### config.mk
export PLATFORM = sky130hd
export DESIGN_NAME = misc_stat_irq
export DESIGN_NICKNAME = d
export VERILOG_FILES = /design/src/rtl/miscreg_pkg.sv /design/src/rtl/misc_decode.sv /design/src/rtl/misc_store.sv /design/src/rtl/misc_readback.sv /design/src/rtl/misc_stat_irq.sv
export SDC_FILE = /design/constraint.sdc
export NUM_CORES = 1
export LEC_CHECK = 0
export ABC_AREA = 1
export BUFFER_PORTS_ARGS = -buffer_cell sky130_fd_sc_hd__buf_2
export CAP_MARGIN = 20
export CORE_AREA = 2 2 72 74
export CTS_BUF_LIST = sky130_fd_sc_hd__clkbuf_8 sky130_fd_sc_hd__clkbuf_16
export CTS_CLUSTER_DIAMETER = 30
export DETAILED_ROUTE_END_ITERATION = 8
export DIE_AREA = 0 0 74 76
export PLACE_DENSITY = 0.83
export REMOVE_ABC_BUFFERS = 1
export SYNTH_ARGS = -nofsm -noshare
export SYNTH_HDL_FRONTEND = slang
export SYNTH_SLANG_ARGS = --single-unit
### constraint.sdc
create_clock -name clk -period 2.58 [get_ports clk]
set_input_delay 0.516 -clock clk [delete_from_list [all_inputs] [get_ports clk]]
set_output_delay 0.516 -clock clk [all_outputs]
set_load 0.005 [all_outputs]
### src/rtl/miscreg_pkg.sv
package miscreg_pkg;

    localparam int GEN_A = 0;
    localparam int GEN_B = 1;

    typedef enum logic [2:0] {
        OP_IDLE,
        OP_LOAD,
        OP_AND,
        OP_CLEAR,
        OP_OR
    } wr_op_e;

    typedef struct packed {
        logic   hit;     // offset is one of the three decoded aliases
        logic   direct;  // offset is the direct read/write alias
        wr_op_e op;      // write operation to apply this cycle
    } dec_t;

    function automatic int unsigned base_offset(input int gen);
        return (gen == GEN_B) ? 32'h6080 : 32'h4020;
    endfunction

endpackage

### src/rtl/misc_decode.sv
module misc_decode
    import miscreg_pkg::*;
#(
    parameter int ADDR_W = 20,
    parameter int GEN    = GEN_A
) (
    input  logic              valid,
    input  logic              we,
    input  logic [ADDR_W-1:0] addr,
    output dec_t              dec
);
    localparam int OFF_W = ADDR_W - 3;
    localparam logic [OFF_W-1:0] BASE = OFF_W'(base_offset(GEN));
    localparam logic [OFF_W-1:0] OFF_MID = BASE + OFF_W'(1);
    localparam logic [OFF_W-1:0] OFF_OR  = BASE + OFF_W'(2);

    logic [OFF_W-1:0] offset;
    logic [2:0]       unused_byte_lane;
    wr_op_e           mid_op;

    assign offset           = addr[ADDR_W-1:3];
    assign unused_byte_lane = addr[2:0];

    generate
        if (GEN == GEN_B) begin : g_clear
            assign mid_op = OP_CLEAR;
        end else begin : g_and
            assign mid_op = OP_AND;
        end
    endgenerate

    always_comb begin
        dec.hit    = 1'b0;
        dec.direct = 1'b0;
        dec.op     = OP_IDLE;
        if (offset == BASE) begin
            dec.hit    = 1'b1;
            dec.direct = 1'b1;
            if (valid && we) dec.op = OP_LOAD;
        end else if (offset == OFF_MID) begin
            dec.hit = 1'b1;
            if (valid && we) dec.op = mid_op;
        end else if (offset == OFF_OR) begin
            dec.hit = 1'b1;
            if (valid && we) dec.op = OP_OR;
        end
    end
endmodule

### src/rtl/misc_store.sv
module misc_store
    import miscreg_pkg::*;
#(
    parameter int DATA_W    = 64,
    parameter int KEEP_BITS = 16
) (
    input  logic              clk,
    input  logic              rst,
    input  wr_op_e            op,
    input  logic [DATA_W-1:0] wdata,
    output logic [DATA_W-1:0] value_q,
    output logic              irq_q
);
    localparam int DROP_BITS = DATA_W - KEEP_BITS;
    localparam logic [DATA_W-1:0] KEEP_MASK =
        {{KEEP_BITS{1'b1}}, {DROP_BITS{1'b0}}};

    logic [DATA_W-1:0] raw_next;
    logic [DATA_W-1:0] value_next;

    always_comb begin
        unique case (op)
            OP_LOAD:  raw_next = wdata;
            OP_AND:   raw_next = value_q & wdata;
            OP_OR:    raw_next = value_q | wdata;
            OP_CLEAR: raw_next = '0;
            default:  raw_next = value_q;
        endcase
        value_next = raw_next & KEEP_MASK;
    end

    always_ff @(posedge clk) begin
        if (rst) begin
            value_q <= '0;
            irq_q   <= 1'b0;
        end else if (op != OP_IDLE) begin
            value_q <= value_next;
            irq_q   <= value_next[DATA_W-1];
        end
    end

    // an OR write never clears a bit that was set
    assert_or_keeps_bits_R3: assert property (@(posedge clk) disable iff (rst)
        (op == OP_OR) |=> ((value_q & $past(value_q)) == $past(value_q)));

    // the clear alias leaves zero regardless of data
    assert_clear_zero_R5: assert property (@(posedge clk) disable iff (rst)
        (op == OP_CLEAR) |=> (value_q == '0));

    // dropped bits stay zero after any update
    assert_low_bits_zero_R2: assert property (@(posedge clk) disable iff (rst)
        (op != OP_IDLE) |=> (value_q[DROP_BITS-1:0] == '0));
endmodule

### src/rtl/misc_readback.sv
module misc_readback
    import miscreg_pkg::*;
#(
    parameter int DATA_W = 64
) (
    input  logic              clk,
    input  logic              rst,
    input  logic              valid,
    input  logic              we,
    input  dec_t              dec,
    input  logic [DATA_W-1:0] value,
    output logic [DATA_W-1:0] rdata,
    output logic              rvalid,
    output logic              unimpl
);
    always_ff @(posedge clk) begin
        if (rst) begin
            rdata  <= '0;
            rvalid <= 1'b0;
            unimpl <= 1'b0;
        end else begin
            rvalid <= valid && !we;
            unimpl <= valid && !dec.hit;
            if (valid && !we)
                rdata <= dec.direct ? value : '0;
        end
    end

    // every accepted read is answered one cycle later
    assert_read_answered_R7: assert property (@(posedge clk) disable iff (rst)
        (valid && !we) |=> rvalid);

    // reads away from the direct alias return zero
    assert_alias_read_zero_R7: assert property (@(posedge clk) disable iff (rst)
        (valid && !we && !dec.direct) |=> (rdata == '0));
endmodule

### src/rtl/misc_stat_irq.sv
module misc_stat_irq
    import miscreg_pkg::*;
#(
    parameter int DATA_W    = 64,
    parameter int KEEP_BITS = 16,
    parameter int ADDR_W    = 20,
    parameter int GEN       = GEN_A
) (
    input  logic              clk,
    input  logic              rst,
    input  logic              bus_valid,
    input  logic              bus_we,
    input  logic [ADDR_W-1:0] bus_addr,
    input  logic [DATA_W-1:0] bus_wdata,
    output logic [DATA_W-1:0] bus_rdata,
    output logic              bus_rvalid,
    output logic              irq_o,
    output logic              unimpl_o
);
    dec_t              dec;
    logic [DATA_W-1:0] value_q;

    misc_decode #(.ADDR_W(ADDR_W), .GEN(GEN)) u_decode (
        .valid (bus_valid),
        .we    (bus_we),
        .addr  (bus_addr),
        .dec   (dec)
    );

    misc_store #(.DATA_W(DATA_W), .KEEP_BITS(KEEP_BITS)) u_store (
        .clk     (clk),
        .rst     (rst),
        .op      (dec.op),
        .wdata   (bus_wdata),
        .value_q (value_q),
        .irq_q   (irq_o)
    );

    misc_readback #(.DATA_W(DATA_W)) u_readback (
        .clk    (clk),
        .rst    (rst),
        .valid  (bus_valid),
        .we     (bus_we),
        .dec    (dec),
        .value  (value_q),
        .rdata  (bus_rdata),
        .rvalid (bus_rvalid),
        .unimpl (unimpl_o)
    );

    // leaving reset, the word and interrupt are clear
    assert_reset_clear_R1: assert property (@(posedge clk)
        $past(rst) |-> (value_q == '0 && !irq_o && !bus_rvalid && !unimpl_o));

    // interrupt level follows the stored top bit
    assert_irq_tracks_R6: assert property (@(posedge clk) disable iff (rst)
        irq_o == value_q[DATA_W-1]);

    // undecoded access leaves the word alone and flags it
    assert_undecoded_no_change_R8: assert property (@(posedge clk) disable iff (rst)
        (bus_valid && !dec.hit) |=> ($stable(value_q) && unimpl_o));
endmodule

# == Word-level counts from Yosys, hierarchy flattened ==
# Cells that the tools add are included.
# totals
reg_bits,82
input_bits,88
output_inout_bits,67
elab_cells,34
# classes
n_eq_ne,7
mux,12
bitwise,2
reduce_logical,8
# op_table
cell,n
$pmux W64 S4,1
$and A64 B64 Y64,1
$mux W64,1
$or A64 B64 Y64,1
$eq A17 B15 Y1 const B,3
$mux W3,4
$eq A3 B2 Y1 const B,2
$mux W1,5
$reduce_bool A4 Y1,1
$eq A3 B1 Y1 const B,1
$eq A3 B3 Y1 const B,1
$logic_and A1 B1 Y1,3
$reduce_bool A3 Y1,1
$logic_not A1 Y1,2
$mux W2,1
$reduce_and A2 Y1,1

# == Depth between registers and ports, before layout ==
# Gate-level depths: netlist of run 1.
# logic_depth
depth_word,8
mapped_depth,12
mapped_depth_nobuf,11

# == By module ==
# A second synthesis of run 1 with hierarchy kept.
# unflattened
hier_cells,856
area_unflattened_um2,5232.5
# by_module_without_submodules
module,n_inst,cells_each,area_each_um2
misc_readback,1,548,3221.8
misc_store,1,278,1860.5
misc_decode,1,30,150.1

# == Least setup slack after synthesis of run 1 ==
# Ideal clock, no wire load.
# synth_path
kind,in2reg
start,in bus_addr[14]
end,reg u_store.value_q[48]
arrival_ns,1.415
required_ns,2.466
slack_ns,1.051
stages,11
cell_sequence,nor2_1 > nand2_1 > nor2_2 > nand3_4 > nand2_4 > nand2_4 > buf_6 > nand2_1 > nand2_1 > nand2_1 > nor2_1
# synth_via
elab_chain_len,7
elab_cells_between_ends,14
classes_between,eq/ne: 7; mux: 4; reduce/logical: 3
# synth_lines
element,line,rtl
"start, declared",misc_stat_irq.sv:13,"input logic [ADDR_W-1:0] bus_addr,"
$eq A17 B15 Y1,misc_decode.sv:43,end else if (offset == OFF_OR) begin
$mux W3,misc_decode.sv:43,
$mux W3,misc_decode.sv:40,end else if (offset == OFF_MID) begin
$mux W3 *,misc_decode.sv:36,if (offset == BASE) begin
"$eq A3 B1 Y1, or another cell as far along",misc_store.sv:22,unique case (op)
$reduce_bool A4 Y1 (no source line),n/a,
$reduce_and A2 Y1 (no source line),n/a,
"end signal, assigned",misc_store.sv:37,value_q <= value_next;
"end, declared",misc_store.sv:11,"output logic [DATA_W-1:0] value_q,"
# Every way passes the cells marked *; elsewhere a longest branch is shown, timed or not.
# A chain may end at the register's enable or synchronous reset.

# == Worst setup path after layout of run 1 ==
# layout_path
start,in bus_addr[16]
end,reg u_store.value_q[54]
# Same word-level chain as after synthesis.

==> results of run 1 <==
[cell usage after synthesis, drive strengths merged]
| cell type | number | area, um^2 |
|---|---|---|
| nand2 | 68 | 278 |
| buf | 54 | 412 |
| dfxtp | 34 | 681 |
| a21oi | 31 | 155 |
| nor2 | 31 | 129 |
| inv | 24 | 90.1 |
| o21ai | 17 | 85.1 |
| nand3 | 11 | 85.1 |
| nand4 | 7 | 43.8 |
| clkbuf | 5 | 18.8 |
| a211oi | 1 | 7.51 |
| and2 | 1 | 6.26 |
| conb | 1 | 3.75 |
| nand3b | 1 | 11.3 |
[cell families after synthesis]
| group | count (synthesis) | synth area share |
|---|---|---|
| AO/OA/AOI/OAI | 49 | 0.124 |
| buffers and inverters | 83 | 0.260 |
| flip-flops | 34 | 0.339 |
| other | 1 | 0.00187 |
| AND/OR/NAND/NOR | 119 | 0.276 |
[stage by stage]
step / setup WS [ns] / utilization / total power, W
2_1_floorplan: 0.817 / - / 0.000617
3_3_place_gp: 0.681 / 0.434 / 0.000672
3_5_place_dp: 0.583 / 0.434 / 0.000675
4_1_cts: 0.883 / 0.456 / 0.00114
5_1_grt: 0.705 / 0.456 / 0.00118
6_report: 0.917 / 0.456 / 0.00113
[worst paths after layout]
path | end | cells after the start
worst max-delay path | u_store.value_q[54] | 10
worst min-delay path | u_readback.rvalid | 2
worst min register to register | u_readback.rdata[53] | 2
worst max register to register | u_store.value_q[55] | 6
[worst max-delay path, stage by stage]
cell     delay, ns
buf_2         0.10
nor2_1        0.08
nand3_1       0.09
nor2_2        0.18
nand3_4       0.13
inv_2         0.26
nand2_1       0.22
nand2_1       0.11
a21oi_1       0.06
nor2_1        0.12
[registers in the layout (all words and copies together), names as in the netlist]
signal / cells
u_readback.rdata: 16
u_store.value_q: 16
u_readback.rvalid: 1
u_readback.unimpl: 1
[power by group]
part	leakage [nW]	switching (W)	total, W	internal (W)
sequential	0.277	0.00000606	0.000546	0.000540
combinational	0.860	0.0000720	0.000118	0.0000459
clock	0.0575	0.000193	0.000462	0.000269
total	1.19	0.000271	0.00113	0.000856
[layout make-up]
class                           instances  share of cell area
Multi-Input combinational cell        216               0.439
Sequential cell                        34               0.304
Timing Repair Buffer                   57               0.129
Clock buffer                            8              0.0491
Inverter                               24              0.0402
Tap cell                               70              0.0391
[routing by layer]
metal  vias to the layer above  global-route usage
li1                        909                   -
met3                         7              0.0370
met1                       771               0.174
met5                         -                   0
met2                        72               0.241
met4                         0              0.0709
==> reports/metrics.yaml, run 1 <==
grt_pass1_vias: 1481
dp_hpwl_mm: 2.89
drv_cap: 0
hold_viol_final: 0
cp-start-kind: "input port"
p_leak_nw: 1.19
nets: 426
grt_max_degree: 33
whs_ns: 0.418
cp_max_fo: 17
insertion_delay_ns: 0.29
coreArea_mm2: 0.00491
synthesis.instances: 286
num-fill-cells: 507
synth_warnings: 0
place_congestion: 0.778
die_height_um: 76
wl_per_cell_um: 9.95
fin_setup_tns_ns: 0
critical_path_arrival_ns: 1.88
critPathRequiredTime_ns: 2.80
pin_count: 155
tightest_slew_ns: 0.547
register_area_um2: 681
worstSetupPathType: "input port to flip-flop"
drv_slew: 0
clockBufferDepth: 2
avgViaCountPerCell: 4.30
multi_input_area_um2: 983
vdd_drop_max_uv: 161
min_from: "bus_we"
relSlewSlack: 0.635
power.density_mw_per_mm2: 502
htreeDepth: 2
start_util: 0.408
setup_violations: 0
rsz0062_at_grt: "false"
max_freq_mhz: 601
layout_min_cycle_time_ns: 1.66
clkTransAtPathRegs_ns: 0.07
status: "finished, final reports clean"
io_buffers: 55
dr_total_vias: 1759
drtPass1Iterations: 4
wl_met1_mm: 1.68
fp-row-count: 26
antennaDiodeCount: 0
wl_met2_mm: 2.00
globalRouteOverflowTotal: 0
yosysUniqueCellTypes: 21
worstSetupStartpoint: "bus_addr[16]"
fin_skew_ns: 0.00491
fin_crit_sh: 0.645
highest_layer: "met4"
drtIter0Drc: 96
antenna_found_initial: 0
place_area_mm2: 0.00213
ctsRootBufferMaster: "clkbuf_8"
yosysSeqAreaShare: 0.339
rr_startpoint: "u_store.value_q[55]"
synth-seq-cells: 34
cts_buffers: 5
r2r_slack_ns: 1.71
die_w_um: 74
hold_path_class: "input port to flip-flop"
ant_nets: 0
wl_mm: 4.07
cts_resized: 0
die_area_mm2: 0.00562
final_common_cell: "nand2_1"
instances_no_fill: 409
syn_avg_cell_area_um2: 7.01
mappedNetlistArea_mm2: 0.00201
grtUsageTotal: 0.147
syn_to_final_growth_pct: 11.8
cts_hold_buf: 0
cts_tree: "built"
drc: 0
postCtsSetupBuffers: 0
stdcell_area_mm2: 0.00224
wl_met3_um: 308
grt_first_pass_wirelength_mm: 6.52
cts.sinks: 34
end_kind: "flip-flop"
mostFrequentLayoutCells: "nand2_1, buf_2, conb_1"
drive_gt1_frac: 0.233
placed_cells: 401
Note: power is estimated with default switching activity, not from simulation.
==> run 2: changes to the inputs <==
- CORE_AREA: 2 2 72 74 -> 2 2 78 80
- DIE_AREA: 0 0 74 76 -> 0 0 80 82
- PLACE_DENSITY: 0.83 -> 0.75
- clock period: 2.58 -> 1.42 ns (I/O delays scaled with it)
==> reports/metrics.yaml, run 2 (synthesis gave the netlist of run 1 again) <==
grt_pass1_vias: 1600  # +8.0%
drc: 0  # unchanged
cts.sinks: 34  # unchanged
critPathRequiredTime_ns: 1.65  # -1.15 ns
drtIter0Drc: 109  # +14%
final_common_cell: "nand2_1"
placed_cells: 417  # +4.0%
hold_viol_final: 0  # unchanged
start_util: 0.349  # -0.0592
drv_slew: 0  # unchanged
insertion_delay_ns: 0.29  # about the same
ant_nets: 0  # unchanged
vdd_drop_max_uv: 368  # +130%
antennaDiodeCount: 0  # unchanged
stdcell_area_mm2: 0.00233  # +4.1%
instances_no_fill: 425  # +3.9%
htreeDepth: 2  # unchanged
cpMaxStageDelayCell: "nor2_2"
avgViaCountPerCell: 4.20  # -2.4%
wl_per_cell_um: 9.97  # +0.21%
grtUsageTotal: 0.133  # -0.0137
die_w_um: 80  # +8.1%
dp_hpwl_mm: 3.20  # +11%
ctsRootBufferMaster: "clkbuf_8"
pin_count: 155  # unchanged
clkTransAtPathRegs_ns: 0.07  # about the same
grt_first_pass_wirelength_mm: 6.87  # +5.3%
grt_max_degree: 33  # unchanged
power.share.sequential: 0.506  # +0.021
intPower_w: 0.00146  # +71%
mostFrequentLayoutCells: "nand2_1, buf_2, conb_1"
setup_violations: 0  # unchanged
antenna_found_initial: 0  # unchanged
max_freq_mhz: 811
die_height_um: 82  # +7.9%
wl_mm: 4.24  # +4.1%
fin_crit_sh: 0.869
io_buffers: 55  # unchanged
rsz0062_at_grt: "false"
clockBufferDepth: 2  # unchanged
die_area_mm2: 0.00656  # +17%
fin_ws_ns: 0.187  # -0.730 ns
hold_path_class: "input port to flip-flop"
drtPass1Iterations: 4  # unchanged
path_cells: "buf_2 -> nor2_1 -> nand2_1 -> nor2_2 -> nand2_1 -> nand2_4 -> nand2_4 -> nand2_8 -> a21oi_1 -> nor2_1"
worstSetupPathType: "input port to flip-flop"
combPwrFrac: 0.119  # +0.014
critical_path_arrival_ns: 1.46  # -0.42 ns
cp_max_fo: 24  # +7
fp-row-count: 28  # +7.7%
slowest_delay_ns: 0.19  # -0.07 ns
nets: 437  # +2.6%
p_leak_nw: 1.25  # +4.7%
cts_tree: "built"
fin_setup_tns_ns: 0  # unchanged
drive_gt1_frac: 0.257  # +0.0241
clockPowerShare: 0.375  # -0.035
biggestRegsByFlops: "u_readback.rdata (16), u_store.value_q (16)"
cp-start-kind: "input port"
postCtsSetupBuffers: 0  # unchanged
fin_skew_ns: 0.00406  # -0.000848 ns
syn_to_final_growth_pct: 16.4
place_congestion: 0.774  # -0.49%
drv_cap: 0  # unchanged
p_switching_w: 0.000499  # +84%
globalRouteOverflowTotal: 0  # unchanged
swShare: 0.254  # +0.0138
cts_buffers: 5  # unchanged
power.density_mw_per_mm2: 840  # +67%
place_ws_ns: -0.164  # -0.748 ns
dr_total_vias: 1784  # +1.4%
layout_min_cycle_time_ns: 1.23
coreArea_mm2: 0.00575  # +17%
status: "finished, final reports clean"
place_area_mm2: 0.00223  # +4.8%
end_kind: "flip-flop"
-- run 2: layout make-up --
class | instances | area, um^2
Tap cell | 75 | 93.8
Inverter | 24 | 90.1
Timing Repair Buffer | 68 | 385
Clock buffer | 6 | 82.6
Multi-Input combinational cell | 216 | 993
Fill cell | 630 | 3410
Clock inverter | 2 | 8.76
Sequential cell | 34 | 681
-- run 2: per-layer routing --
| metal | GRT usage | wire length, um | share of wire | up-vias |
|---|---|---|---|---|
| li1 | - | - | - | 931 |
| met1 | 0.159 | 1780 | 0.42 | 785 |
| met2 | 0.219 | 2080 | 0.49 | 63 |
| met3 | 0.0396 | 317 | 0.075 | 5 |
| met4 | 0.0627 | 55 | 0.013 | 0 |
| met5 | 0 | 0 | 0 | - |
-- run 2: what timing repair did --
action                                  CTS  global route
hold buffers                              0             0
resized for setup                         0             2
endpoints found under the setup margin    0             3
-- run 2: per-stage QoR --
step | power [W] | hold WS [ns] | utilization
after CTS | 0.00198 | 0.195 | 0.405
final | 0.00196 | 0.196 | 0.406
after detailed placement | 0.00125 | 0.452 | 0.389
after global placement | 0.00124 | 0.447 | 0.389
after global routing | 0.00207 | 0.209 | 0.406
after floorplan | 0.00112 | 0.356 | -
-- run 2: power by group through the flow --
| stage | clock network (W) | registers (W) | logic, W |
|---|---|---|---|
| after floorplan | 0 | 0.00102 | 0.000104 |
| after global placement | 0 | 0.00101 | 0.000227 |
| after detailed placement | 0 | 0.00101 | 0.000233 |
| after CTS | 0.000756 | 0.000993 | 0.000234 |
| after global routing | 0.000803 | 0.000995 | 0.000271 |
| final | 0.000736 | 0.000993 | 0.000233 |
-- run 2: path summary, 6_finish.rpt --
kind | cells past startpoint | end | slack, ns | start
setup / recovery | 10 | u_store.value_q[60] | 0.19 | bus_addr[14]
hold / removal | 2 | u_readback.rvalid | 0.20 | bus_we
setup reg to reg | 6 | u_store.value_q[55] | 0.59 | u_store.value_q[55]
hold reg to reg | 2 | u_readback.rdata[54] | 0.46 | u_store.value_q[54]
-- run 2: critical path, delay by kind of cell --
family,cells,cell delay [ns]
AOI/OAI and AO/OA,1,0.07
buffers and inverters,1,0.09
and+or+nand+nor,8,0.99
==> run 3: changes to the inputs <==
- ABC_AREA: 1 -> 0
- CORE_AREA: 2 2 78 80 -> 2 2 69 84
- CTS_CLUSTER_SIZE: unset -> 25
- DIE_AREA: 0 0 80 82 -> 0 0 71 86
==> reports/metrics.yaml, run 3 <==
status: "finished, violations left"
violations: "setup timing"
p_total_w: 0.00187  # -4.6%
p_leak_nw: 1.04  # -17%
r2r_slack_ns: 0.67  # +0.08 ns
ant_nets: 0  # unchanged
yosysUniqueCellTypes: 24  # +14%
intPower_w: 0.00140  # -4.1%
swShare: 0.251  # -0.00355
dr_total_vias: 1524  # -15%
synth-seq-cells: 34  # unchanged
drtIter0Drc: 95  # -13%
fin_ws_ns: -0.204  # -0.390 ns
cp_common_cell: "buf_6"
start_util: 0.331  # -0.0178
fp-row-count: 29  # +3.6%
yosysSeqAreaShare: 0.391  # +0.0512
p_switching_w: 0.000469  # -5.9%
yosysMostFrequentCell: "buf_4"
drc: 0  # unchanged
cp_top_family: "simple AND/OR/NAND/NOR gates"
setup_violations: 33  # +33
synth_flop_cell: "dfxtp_1"
final_common_cell: "buf_2"
die_w_um: 71  # -11%
layout_min_cycle_time_ns: 1.62  # +0.390 ns
die_height_um: 86  # +4.9%
wl_mm: 4.43  # +4.4%
clockPowerShare: 0.393  # +0.018
hold_viol_final: 0  # unchanged
rr_worst_depth: 3  # -3
cts_buffers: 5  # unchanged
fin_crit_sh: 1.14  # +0.275
synth_warnings: 0  # unchanged
min_path_cells: 2  # unchanged
clockBufferDepth: 2  # unchanged
cpMaxStageDelayCell: "or4b_4"
min_from: "bus_wdata[63]"
grt_max_degree: 19  # -42%
globalRouteOverflowTotal: 0  # unchanged
place_congestion: 0.776  # +0.18%
grt_first_pass_wirelength_mm: 6.29  # -8.3%
avgViaCountPerCell: 4.58  # +9.0%
end_kind: "flip-flop"
worstHoldEndpoint: "u_store.value_q[63]"
cts.sinks: 34  # unchanged
drive_gt1_frac: 0.421  # +0.164
synth_top_area_cell: "dfxtp_1"
hold_path_class: "input port to flip-flop"
cts_tree: "built"
rr_startpoint: "u_store.value_q[63]"
critical_path_arrival_ns: 1.81  # +0.35 ns
pin_count: 155  # unchanged
slowest_delay_ns: 0.57  # +0.38 ns
drv_slew: 0  # unchanged
combPwrFrac: 0.096  # -0.023
synth-edff-count: 0  # unchanged
rsz0062_at_grt: "true"
cp_max_fo: 8  # -67%
timing.critical_path.buf_inv: 2  # +1
io_buffers: 55  # unchanged
clkTransAtPathRegs_ns: 0.07  # about the same
cts_hold_buf: 0  # unchanged
nets: 358  # -18%
antennaDiodeCount: 0  # unchanged
mappedNetlistArea_mm2: 0.00174  # -13%
grt_pass1_vias: 1357  # -15%
yosys.area.top_type_share: 0.391  # +0.0512
critPathRequiredTime_ns: 1.60  # -0.05 ns
ys_async_sr_fraction: 0  # unchanged
synthTopCellsByCount: "buf_4, dfxtp_1, a21oi_1"
die_area_mm2: 0.00611  # -6.9%
regToRegEndpoint: "u_store.value_q[63]"
insertion_delay_ns: 0.29  # about the same
antenna_found_initial: 0  # unchanged
power.share.sequential: 0.511  # +0.005
drv_cap: 0  # unchanged
syn_to_final_growth_pct: 31.7
vdd_drop_max_uv: 403  # +9.3%
syn_avg_cell_area_um2: 8.46  # +21%
mostFrequentLayoutCells: "buf_2, conb_1, dfxtp_1"
ctsRootBufferMaster: "clkbuf_8"
synth_area_leaders: "dfxtp_1, buf_4, a21oi_1"
fin_util: 0.436  # +0.0300
biggestRegsByFlops: "u_readback.rdata (16), u_store.value_q (16)"
path_cells: "buf_6 -> or4b_4 -> nor4_4 -> nor3b_4 -> buf_6 -> a21oi_1"
htreeDepth: 2  # unchanged
fin_skew_ns: 0.00510  # +0.00104 ns
cp-start-kind: "input port"
dp_hpwl_mm: 3.01  # -5.9%
drtPass1Iterations: 4  # unchanged
wl_per_cell_um: 13.3  # +33%
synthesis.instances: 206  # -28%
max_freq_mhz: 616  # -24%
grtUsageTotal: 0.133  # +0.000295
power.density_mw_per_mm2: 816  # -2.9%
coreArea_mm2: 0.00526  # -8.4%
worstSetupPathType: "input port to flip-flop"
run 3: layer usage:
layer	vias up	GRT usage	wire, um
met5	-	0	0
li1	738	-	-
met4	0	0.0566	58
met1	702	0.156	1830
met3	7	0.0670	435
met2	77	0.206	2100
run 3: final cells by class:
class                      instances  area (um^2)
timing repair buffer              68          457
tap                               62         77.6
sequential                        34          681
clock inverter                     2         8.76
inverter                          16         60.1
multi-input combinational        145          930
fill                             519         2970
clock buffer                       6         82.6
run 3: kinds of logic after synthesis:
kind of cell	after synthesis	synth area share
and+or+nand+nor	49	0.167
AOI/OAI and AO/OA	48	0.172
DFF	34	0.391
buffers and inverters	74	0.268
other	1	0.00215
run 3: worst max-delay path by stage:
| stage | from | end | slack (ns) | cells after the start |
|---|---|---|---|---|
| after floorplan | bus_addr[10] | u_store.value_q[48] | -0.80 | 4 |
| after global placement | bus_addr[10] | u_store.value_q[63] | -0.45 | 6 |
| after detailed placement | bus_addr[10] | u_store.value_q[54] | -0.49 | 6 |
| after CTS | bus_addr[10] | u_store.value_q[54] | -0.16 | 6 |
| after global routing | bus_addr[7] | u_store.value_q[49] | -0.22 | 6 |
| final | bus_addr[7] | u_store.value_q[49] | -0.20 | 6 |
run 3: repair_timing:
item / CTS / global route
buffers inserted: 0 / 1
setup endpoints to repair: 33 / 33
resized for setup: 10 / 29
pin swaps: 6 / 27
gates cloned: 0 / 2
run 3: through the flow:
stage	instances	hold slack, ns	instance area, um^2	setup TNS [ns]	setup slack, ns
6_report	333	0.234	2300	-4.66	-0.204
5_1_grt	333	0.237	2300	-5.45	-0.218
4_1_cts	330	0.227	2110	-3.66	-0.161
3_5_place_dp	322	0.442	1970	-14.12	-0.487
3_3_place_gp	322	0.438	1970	-13.14	-0.454
2_1_floorplan	195	0.353	1510	-20.86	-0.800
run 3: worst register-to-register path: stages (launching register included):
cell and delay [ns]:
dfxtp_1 0.32, nand2_1 0.08, a21oi_2 0.04, a31o_2 0.21
run 3: power by group through the flow:
stage                     logic (W)  registers [W]  clock network, W
after floorplan           0.0000658       0.000979                 0
final                      0.000180       0.000956          0.000736
after global placement     0.000158       0.000978                 0
after global routing       0.000199       0.000956          0.000788
after CTS                  0.000168       0.000956          0.000753
after detailed placement   0.000163       0.000978                 0
